--- config.mk ---
export PLATFORM = sky130hd
export DESIGN_NAME = mmu_sreg_ctrl
export DESIGN_NICKNAME = d
export VERILOG_FILES = /design/src/rtl/mmu_sreg_pkg.sv /design/src/rtl/mmu_sreg_decode.sv /design/src/rtl/mmu_sreg_state.sv /design/src/rtl/mmu_sreg_rdmux.sv /design/src/rtl/mmu_sreg_ctrl.sv
export SDC_FILE = /design/constraint.sdc
export NUM_CORES = 1
export LEC_CHECK = 0
export CORE_AREA = 2 2 132 134
export DETAILED_ROUTE_END_ITERATION = 8
export DIE_AREA = 0 0 134 136
export HOLD_SLACK_MARGIN = 0.06
export PLACE_DENSITY_LB_ADDON = 0.05
export SETUP_SLACK_MARGIN = 0.4
export SYNTH_ARGS = -nofsm -noshare
export SYNTH_HDL_FRONTEND = slang
export SYNTH_SLANG_ARGS = --single-unit
--- constraint.sdc ---
create_clock -name clk -period 1.88 [get_ports clk]
set_clock_uncertainty 0.05 [all_clocks]
set_input_delay 0.376 -clock clk [delete_from_list [all_inputs] [get_ports clk]]
set_output_delay 0.376 -clock clk [all_outputs]
set_load 0.02 [all_outputs]
--- src/rtl/mmu_sreg_pkg.sv ---
package mmu_sreg_pkg;

    localparam logic [2:0] RN_PID  = 3'd0;
    localparam logic [2:0] RN_ZPR  = 3'd1;
    localparam logic [2:0] RN_IDX  = 3'd2;
    localparam logic [2:0] RN_SRCH = 3'd3;
    localparam logic [2:0] RN_LO   = 3'd4;
    localparam logic [2:0] RN_HI   = 3'd5;

    localparam logic [1:0] LVL_NONE = 2'd0;
    localparam logic [1:0] LVL_READ = 2'd1;

    typedef struct packed {
        logic pid_wr;
        logic zpr_wr;
        logic idx_wr;
        logic srch_wr;
        logic lo_wr;
        logic hi_wr;
        logic rd_pid;
        logic rd_zpr;
        logic rd_idx;
        logic rd_lo;
        logic rd_hi;
        logic rd_any;
    } sreg_op_t;

endpackage

--- src/rtl/mmu_sreg_decode.sv ---
module mmu_sreg_decode
    import mmu_sreg_pkg::*;
(
    input  logic       clk,
    input  logic       rst_n,
    input  logic [1:0] cfg_level,
    input  logic       req_valid,
    input  logic       req_write,
    input  logic [2:0] req_addr,
    output sreg_op_t   op
);

    logic rd_ok;
    logic wr_full;
    logic wr_basic;
    logic is_rd;
    logic is_wr;

    always_comb begin
        rd_ok    = (cfg_level != LVL_NONE);
        wr_basic = (cfg_level != LVL_NONE);
        wr_full  = (cfg_level != LVL_NONE) && (cfg_level != LVL_READ);
        is_rd    = req_valid && !req_write;
        is_wr    = req_valid && req_write;

        op        = '0;
        op.rd_any = is_rd;
        case (req_addr)
            RN_PID: begin
                op.pid_wr = is_wr && wr_full;
                op.rd_pid = is_rd && rd_ok;
            end
            RN_ZPR: begin
                op.zpr_wr = is_wr && wr_full;
                op.rd_zpr = is_rd && rd_ok;
            end
            RN_IDX: begin
                op.idx_wr = is_wr && wr_basic;
                op.rd_idx = is_rd && rd_ok;
            end
            RN_SRCH: begin
                op.srch_wr = is_wr && wr_full;
            end
            RN_LO: begin
                op.lo_wr = is_wr && wr_basic;
                op.rd_lo = is_rd && rd_ok;
            end
            RN_HI: begin
                op.hi_wr = is_wr && wr_basic;
                op.rd_hi = is_rd && rd_ok;
            end
            default: ;
        endcase
    end


    no_lvl0_action_chk: assert property (@(posedge clk) disable iff (!rst_n)
        (cfg_level == LVL_NONE) |-> !(op.pid_wr || op.zpr_wr || op.idx_wr ||
            op.srch_wr || op.lo_wr || op.hi_wr || op.rd_pid || op.rd_zpr ||
            op.rd_idx || op.rd_lo || op.rd_hi));


    lvl1_protect_chk: assert property (@(posedge clk) disable iff (!rst_n)
        (cfg_level == LVL_READ) |-> !(op.pid_wr || op.zpr_wr || op.srch_wr));

endmodule

--- src/rtl/mmu_sreg_state.sv ---
module mmu_sreg_state
    import mmu_sreg_pkg::*;
#(
    parameter int DATA_W = 32,
    parameter int PID_W  = 8,
    parameter int IDX_W  = 8
) (
    input  logic              clk,
    input  logic              rst_n,
    input  sreg_op_t          op,
    input  logic [DATA_W-1:0] wdata,
    input  logic [PID_W-1:0]  ent_tid_rdata,
    input  logic              lk_hit,
    input  logic [IDX_W-1:0]  lk_idx,
    output logic [PID_W-1:0]  pid_q,
    output logic [DATA_W-1:0] zpr_q,
    output logic [DATA_W-1:0] tlbx_q,
    output logic              inv_q
);

    localparam int MISS_BIT = DATA_W - 1;

    typedef struct packed {
        logic [PID_W-1:0]  pid;
        logic [DATA_W-1:0] zpr;
        logic [DATA_W-1:0] tlbx;
        logic              inv;
    } st_t;

    st_t st_d, st_q;

    always_comb begin
        st_d     = st_q;
        st_d.inv = 1'b0;
        if (op.pid_wr) begin
            st_d.pid = wdata[PID_W-1:0];
            st_d.inv = (wdata[PID_W-1:0] != st_q.pid);
        end
        if (op.zpr_wr) begin
            st_d.zpr = wdata;
            st_d.inv = (wdata != st_q.zpr);
        end
        if (op.idx_wr) begin
            st_d.tlbx = {st_q.tlbx[MISS_BIT], wdata[MISS_BIT-1:0]};
        end
        if (op.srch_wr) begin
            if (lk_hit) begin
                st_d.tlbx = DATA_W'(lk_idx);
            end else begin
                st_d.tlbx[MISS_BIT] = 1'b1;
            end
        end
        if (op.rd_hi) begin
            st_d.pid = ent_tid_rdata;
        end
    end

    always_ff @(posedge clk) begin
        if (!rst_n) begin
            st_q <= '0;
        end else begin
            st_q <= st_d;
        end
    end

    assign pid_q  = st_q.pid;
    assign zpr_q  = st_q.zpr;
    assign tlbx_q = st_q.tlbx;
    assign inv_q  = st_q.inv;


    miss_flag_hold_chk: assert property (@(posedge clk) disable iff (!rst_n)
        op.idx_wr |=> tlbx_q[MISS_BIT] == $past(tlbx_q[MISS_BIT]));


    search_hit_chk: assert property (@(posedge clk) disable iff (!rst_n)
        (op.srch_wr && lk_hit) |=> tlbx_q == DATA_W'($past(lk_idx)));


    search_miss_chk: assert property (@(posedge clk) disable iff (!rst_n)
        (op.srch_wr && !lk_hit) |=> tlbx_q[MISS_BIT] &&
            (tlbx_q[MISS_BIT-1:0] == $past(tlbx_q[MISS_BIT-1:0])));


    pid_reload_chk: assert property (@(posedge clk) disable iff (!rst_n)
        op.rd_hi |=> pid_q == $past(ent_tid_rdata));


    inv_cause_chk: assert property (@(posedge clk) disable iff (!rst_n)
        inv_q |-> (pid_q != $past(pid_q)) || (zpr_q != $past(zpr_q)));

endmodule

--- src/rtl/mmu_sreg_rdmux.sv ---
module mmu_sreg_rdmux
    import mmu_sreg_pkg::*;
#(
    parameter int DATA_W = 32,
    parameter int PID_W  = 8
) (
    input  logic              clk,
    input  logic              rst_n,
    input  sreg_op_t          op,
    input  logic [PID_W-1:0]  pid,
    input  logic [DATA_W-1:0] zpr,
    input  logic [DATA_W-1:0] tlbx,
    input  logic [DATA_W-1:0] ent_hi_rdata,
    input  logic [DATA_W-1:0] ent_lo_rdata,
    output logic              rvalid_q,
    output logic [DATA_W-1:0] rdata_q
);

    logic              rvalid_d;
    logic [DATA_W-1:0] rdata_d;

    always_comb begin
        rvalid_d = op.rd_any;
        rdata_d  = '0;
        if (op.rd_pid) rdata_d = DATA_W'(pid);
        if (op.rd_zpr) rdata_d = zpr;
        if (op.rd_idx) rdata_d = tlbx;
        if (op.rd_lo)  rdata_d = ent_lo_rdata;
        if (op.rd_hi)  rdata_d = ent_hi_rdata;
    end

    always_ff @(posedge clk) begin
        if (!rst_n) begin
            rvalid_q <= 1'b0;
            rdata_q  <= '0;
        end else begin
            rvalid_q <= rvalid_d;
            rdata_q  <= rdata_d;
        end
    end


    no_source_zero_chk: assert property (@(posedge clk) disable iff (!rst_n)
        !(op.rd_pid || op.rd_zpr || op.rd_idx || op.rd_lo || op.rd_hi)
            |=> rdata_q == '0);

endmodule

--- src/rtl/mmu_sreg_ctrl.sv ---
module mmu_sreg_ctrl
    import mmu_sreg_pkg::*;
#(
    parameter int DATA_W = 32,
    parameter int PID_W  = 8,
    parameter int IDX_W  = 8
) (
    input  logic              clk,
    input  logic              rst_n,
    input  logic [1:0]        cfg_level,
    input  logic              req_valid,
    input  logic              req_write,
    input  logic [2:0]        req_addr,
    input  logic [DATA_W-1:0] req_wdata,
    output logic              rsp_valid,
    output logic [DATA_W-1:0] rsp_rdata,
    output logic [IDX_W-1:0]  ent_idx,
    output logic              ent_hi_we,
    output logic              ent_lo_we,
    output logic [DATA_W-1:0] ent_wdata,
    output logic [PID_W-1:0]  ent_tid_wdata,
    input  logic [DATA_W-1:0] ent_hi_rdata,
    input  logic [DATA_W-1:0] ent_lo_rdata,
    input  logic [PID_W-1:0]  ent_tid_rdata,
    output logic              lk_valid,
    output logic [DATA_W-1:0] lk_vaddr,
    input  logic              lk_hit,
    input  logic [IDX_W-1:0]  lk_idx,
    output logic              inv_pulse
);

    sreg_op_t          op;
    logic [PID_W-1:0]  pid_q;
    logic [DATA_W-1:0] zpr_q;
    logic [DATA_W-1:0] tlbx_q;

    mmu_sreg_decode u_decode (
        .clk       (clk),
        .rst_n     (rst_n),
        .cfg_level (cfg_level),
        .req_valid (req_valid),
        .req_write (req_write),
        .req_addr  (req_addr),
        .op        (op)
    );

    mmu_sreg_state #(
        .DATA_W (DATA_W),
        .PID_W  (PID_W),
        .IDX_W  (IDX_W)
    ) u_state (
        .clk           (clk),
        .rst_n         (rst_n),
        .op            (op),
        .wdata         (req_wdata),
        .ent_tid_rdata (ent_tid_rdata),
        .lk_hit        (lk_hit),
        .lk_idx        (lk_idx),
        .pid_q         (pid_q),
        .zpr_q         (zpr_q),
        .tlbx_q        (tlbx_q),
        .inv_q         (inv_pulse)
    );

    mmu_sreg_rdmux #(
        .DATA_W (DATA_W),
        .PID_W  (PID_W)
    ) u_rdmux (
        .clk          (clk),
        .rst_n        (rst_n),
        .op           (op),
        .pid          (pid_q),
        .zpr          (zpr_q),
        .tlbx         (tlbx_q),
        .ent_hi_rdata (ent_hi_rdata),
        .ent_lo_rdata (ent_lo_rdata),
        .rvalid_q     (rsp_valid),
        .rdata_q      (rsp_rdata)
    );

    assign ent_idx       = tlbx_q[IDX_W-1:0];
    assign ent_hi_we     = op.hi_wr;
    assign ent_lo_we     = op.lo_wr;
    assign ent_wdata     = req_wdata;
    assign ent_tid_wdata = pid_q;
    assign lk_valid      = op.srch_wr;
    assign lk_vaddr      = req_wdata;


    tid_with_tag_chk: assert property (@(posedge clk) disable iff (!rst_n)
        ent_hi_we |-> (ent_tid_wdata == pid_q) && !ent_lo_we);


    rsp_follows_read_chk: assert property (@(posedge clk) disable iff (!rst_n)
        (req_valid && !req_write) |=> rsp_valid);

endmodule

Word-level counts from Yosys, hierarchy flattened
Cells that the tools add are included.
{"block": "word_totals", "reg_bits": 106, "in_bits": 122, "out_inout_bits": 117, "elab_cells": 49}
{"block": "op_classes", "n_eq_ne": 8, "mux": 24, "reduce_logical": 10}
{"cell": "two-way mux 32 bit", "n": 5}
{"cell": "two-way mux 31 bit", "n": 2}
{"cell": "inequality test 32 bit", "n": 1}
{"cell": "two-way mux 8 bit", "n": 3}
{"cell": "two-way mux 1 bit", "n": 14}
{"cell": "inequality test 8 bit", "n": 1}
{"cell": "equality test 3 x 2 -> 1 bit (second input constant)", "n": 2}
{"cell": "equality test 3 bit (second input constant)", "n": 2}
{"cell": "logical AND 1 bit", "n": 6}
{"cell": "nonzero test 2 bit", "n": 2}
{"cell": "equality test 3 x 1 -> 1 bit (second input constant)", "n": 1}
{"cell": "logical NOT 3 bit", "n": 1}
{"cell": "inequality test 2 x 1 -> 1 bit (second input constant)", "n": 1}
{"cell": "logical NOT 1 bit", "n": 1}

Longest topological paths before layout
{"block": "depth", "depth_word": 9, "depth_mapped": 7, "ltp_nobuf": 5}

Hierarchy
Synthesis repeated with hierarchy kept, for this count alone.
{"block": "hier_totals", "cells_unflattened": 609, "hier_area_um2": 5883.1}
{"module": "mmu_sreg_state", "n_inst": 1, "cells_each": 318, "area_per_inst_um2": 3230.6, "seq_area_each_um2": 1461.4}
{"module": "mmu_sreg_rdmux", "n_inst": 1, "cells_each": 204, "area_per_inst_um2": 2033.2, "seq_area_each_um2": 660.6}
{"module": "mmu_sreg_ctrl", "n_inst": 1, "cells_each": 64, "area_per_inst_um2": 480.5, "seq_area_each_um2": 0.0}
{"module": "mmu_sreg_decode", "n_inst": 1, "cells_each": 23, "area_per_inst_um2": 138.9, "seq_area_each_um2": 0.0}

Worst setup path after synthesis
OpenSTA, ideal clock, no wires.
{"block": "synth_path", "path_kind": "input to register", "startpoint": "input port req_addr[2]", "endpoint": "register u_state.st_q, in the netlist u_state.tlbx_q[31]", "setup_ns": 0.113, "arrival_ns": 1.542, "required_time_ns": 1.717, "path_slack_ns": 0.175, "path_stages": 7, "n_path_buf": 2, "path_cell_list": "buf_4 nand4b_4 nor2_2 nand2_2 nand2_1 buf_4 nor2_1"}
{"block": "synth_via", "elab_chain_len": 2}
{"element": "start: declaration", "line": "mmu_sreg_ctrl.sv:13", "text": "input logic [2:0] req_addr,"}
{"element": "equality test 3 x 2 -> 1 bit", "line": "mmu_sreg_decode.sv:28", "text": "case (req_addr)"}
{"element": "two-way mux 1 bit", "line": "mmu_sreg_decode.sv:28"}
{"element": "named net lk_valid", "line": "mmu_sreg_ctrl.sv:25", "text": "output logic lk_valid,"}
{"element": "end signal: assignment", "line": "mmu_sreg_state.sv:62", "text": "st_q <= st_d;"}
{"element": "end: declaration", "line": "mmu_sreg_state.sv:30", "text": "st_t st_d, st_q;"}
The timed path passes the listed nets, and every way through them passes these cells.
A chain may end at the register's enable or synchronous reset.

Final worst setup path
{"block": "layout_path", "startpoint": "input port req_wdata[7]", "endpoint": "register u_state.st_q, in the netlist u_state.inv_q"}
{"block": "layout_via", "elab_chain_len": 3, "elab_cells_between_ends": 4, "classes_between": "2 x eq/ne; 2 x mux"}
{"element": "start: declaration", "line": "mmu_sreg_ctrl.sv:14", "text": "input logic [DATA_W-1:0] req_wdata,"}
{"element": "inequality test 8 bit", "line": "mmu_sreg_state.sv:37", "text": "st_d.inv = (wdata[PID_W-1:0] != st_q.pid);"}
{"element": "two-way mux 1 bit", "line": "mmu_sreg_state.sv:35", "text": "if (op.pid_wr) begin"}
{"element": "two-way mux 1 bit *", "line": "mmu_sreg_state.sv:39", "text": "if (op.zpr_wr) begin"}
Every way passes the cells marked *; elsewhere a longest branch is shown, timed or not.

==> impl_metrics.json <==
{
  "outcome": "finished clean",
  "post-route-min-period_ns": 1.570,
  "wl_per_cell_um": 17.63,
  "cts-root-buf": "clkbuf_16",
  "clockBufferDepth": 2,
  "synthFlopType": "dfxtp_1",
  "end_kind": "flip-flop",
  "reg2reg_slack_ns": 0.35,
  "worstPathRequired_ns": 2.11,
  "synth_top_cell_by_area": "dfxtp_1",
  "die_h_um": 136,
  "path_clk_slew_ns": 0.07,
  "grt_pass1_vias": 5578,
  "ios": 239,
  "powerDensity_nw_per_um2": 618.4,
  "grt_overflow": 0,
  "synth_edf_count": 0,
  "cts_tree": "built",
  "track_usage_pct": 21.43,
  "slew_headroom_pct": 70.21,
  "min_from": "rst_n",
  "holdPathEnd": "u_state.zpr_q[3]",
  "synth_top_area_share_pct": 37.92,
  "cts_num_sinks": 106,
  "drive_above_1_share_pct": 22.74,
  "setup_viol": 0,
  "power_leakage_nw": 3.619,
  "place_congestion": 0.8680,
  "rr_endpoint": "u_state.inv_q",
  "drtPass1Iterations": 4,
  "post-route-util_pct": 51.56,
  "fillers": 1613,
  "critical_path_class": "primary input to flip-flop",
  "post-route-period-util_pct": 83.53,
  "syn_to_final_growth_pct": 55.47,
  "cap_violations": 0,
  "htreeDepth": 3,
  "ys_types": 32,
  "grt_start_max_net_pins": 32,
  "ys_ff_latch": 106,
  "yosysSeqAreaShare_pct": 37.92,
  "cts_buffers": 9,
  "whs_path_depth": 2,
  "insertion_delay_ns": 0.35,
  "grt_first_pass_wirelength_mm": 29.99,
  "row_count": 48,
  "diodes": 0,
  "synthArstFlopShare_pct": 0,
  "drcViolationCount": 0,
  "port_buffers": 238,
  "post_drt_via_cell_ratio": 4.801,
  "drt_iter0_drc": 225,
  "syn_area_sq_um": 5597,
  "syn_nets": 802,
  "drt_wl_total_mm": 19.94,
  "dpl_cell_area_sq_um": 8190,
  "worst-path-max-fanout": 5,
  "die_area_sq_um": 18220,
  "die_width_um": 134,
  "coreArea_sq_um": 16880,
  "synth_area_leaders": "dfxtp_1, nand2_1, buf_4, mux2i_1, xor2_1",
  "num_vias": 5430,
  "design_area_sq_um": 8701,
  "rsz0062_at_grt": "true",
  "ys_warn_count": 0,
  "final_nets": 1023,
  "hpwl_mm": 14.32,
  "final_antenna_net_count": 0,
  "min_path_type": "primary input to flip-flop",
  "start_util_pct": 33.16,
  "irDropWorstVdd_v": 0.0004099,
  "clock.fmax_mhz": 636.8,
  "syn_inst": 680,
  "hold_viol": 0,
  "dpl.cell_count": 1104,
  "startpoint_type": "primary input",
  "cts_hold_buf": 0,
  "fin_cells": 1131,
  "critPathArrivalTime_ns": 1.80,
  "avgSynthCellArea_sq_um": 8.230,
  "tightest_slew_ns": 0.4421,
  "reg2reg_depth": 6,
  "antenna_found_initial": 0,
  "slew_violations": 0,
  "r2r-start": "u_state.zpr_q[12]"
}
-- critical path, cell delays in order --
cell	delay, ns
clkdlybuf4s50_1	0.50
buf_4	0.16
xor2_1	0.27
nor4_2	0.09
a21boi_1	0.19
o21ai_1	0.08
a31oi_1	0.14
-- state kept, by name, summed over array words and instances, names as in the netlist --
| name | cells |
|---|---|
| u_rdmux.rvalid_q | 1 |
| u_rdmux.rdata_q | 32 |
| u_state.pid_q | 8 |
| u_state.tlbx_q | 32 |
| u_state.inv_q | 1 |
| u_state.zpr_q | 32 |
-- cell usage after synthesis, types with 3 or more instances --
cell / number
nor4_1: 8
a21boi_0: 31
a21boi_1: 10
nand4_1: 4
a21oi_1: 31
and2_1: 28
o21ai_0: 33
dfxtp_1: 106
nor2_1: 6
a22oi_1: 32
xor2_1: 28
o22ai_1: 24
buf_4: 76
xnor2_1: 12
a31oi_1: 9
clkbuf_1: 22
nor2b_1: 3
mux2i_1: 32
buf_2: 18
nand2_1: 153
-- metrics by stage --
stage,power [W],hold WS (ns),worst slack (ns),TNS [ns]
2_1_floorplan,0.002810,0.3834,0.3665,0
3_3_place_gp,0.003366,0.3943,-0.5255,-42.08
3_5_place_dp,0.003373,0.3969,-0.5336,-44.32
4_1_cts,0.005394,0.3547,0.2572,0
5_1_grt,0.005575,0.3702,0.2219,0
6_report,0.005381,0.3676,0.3097,0
-- layout make-up --
type	count	area (sq um)	share of cell area [%]
Tap cell	225	281.5	3.236
Clock buffer	10	229.0	2.632
Sequential cell	106	2135	24.53
Multi-Input combinational cell	458	2873	33.02
Clock inverter	6	88.84	1.021
Timing Repair Buffer	326	3094	35.56
-- layer usage --
layer  share of wire, %  GRT usage [%]  up-vias  routed length, um
met1                 43          24.64     2514               8498
met5                  0              0        -                  0
met3                5.0          3.356       23                991
met4                1.9          8.097        0                381
li1                   -              -     2696                  -
met2                 50          39.86      197              10070
-- timing repair --
action	4_1_cts	5_1_grt
hold endpoints to repair	0	0
pin swaps	11	12
endpoints found under the setup margin	222	109
gates cloned	1	3
buffers inserted	6	1
resized for setup	365	64
-- power by group --
group / internal [W] / switching (W) / total [W]
Combinational: 0.000528 / 0.000488 / 0.00102
Sequential: 0.00227 / 0.0000161 / 0.00228
Clock: 0.00117 / 0.000908 / 0.00208
-- worst max-delay path by stage --
stage                           to  depth (start not counted)               from
2_1_floorplan  u_rdmux.rdata_q[11]                          6        req_addr[0]
6_report             u_state.inv_q                          7       req_wdata[7]
3_3_place_gp             ent_hi_we                          4        req_addr[1]
3_5_place_dp             ent_hi_we                          4        req_addr[1]
5_1_grt              u_state.inv_q                          6  u_state.zpr_q[16]
4_1_cts              u_state.inv_q                          6  u_state.zpr_q[21]
-- cell usage in the layout (no fill, tap or decap), types with 3 or more instances in the layout --
cell	Yosys	routed
a21oi_1	31	31
buf_6	0	22
o21ai_0	33	30
nand4_1	4	4
dlygate4sd2_1	0	71
clkbuf_16	0	12
nor4_1	8	4
dfxtp_1	106	96
nor2_1	6	5
clkbuf_2	0	4
dfxtp_2	0	10
dlymetal6s2s_1	0	9
o22ai_1	24	24
clkdlybuf4s15_1	0	6
nand2_1	153	149
and2_1	28	25
a21boi_1	10	14
mux2i_1	32	32
buf_2	18	11
clkdlybuf4s15_2	0	18
a22oi_1	32	32
buf_4	76	88
buf_12	0	7
a21boi_0	31	27
xnor2_1	12	11
o21ai_1	1	4
nor4_2	0	3
xor2_1	28	27
clkdlybuf4s50_1	0	84
a31oi_1	9	9
-- cell families (layout without fill, tap and decap cells) --
kind of cell | after synthesis | count (layout) | share of synthesized area (%)
XOR/XNOR | 40 | 40 | 6.260
flip-flops | 106 | 106 | 37.92
AO/OA/AOI/OAI | 172 | 172 | 19.43
AND/OR/NAND/NOR | 214 | 214 | 17.39
buffers and inverters | 116 | 342 | 13.28
multiplexers | 32 | 32 | 5.723
No activity file was read; power rests on OpenSTA's default activity.
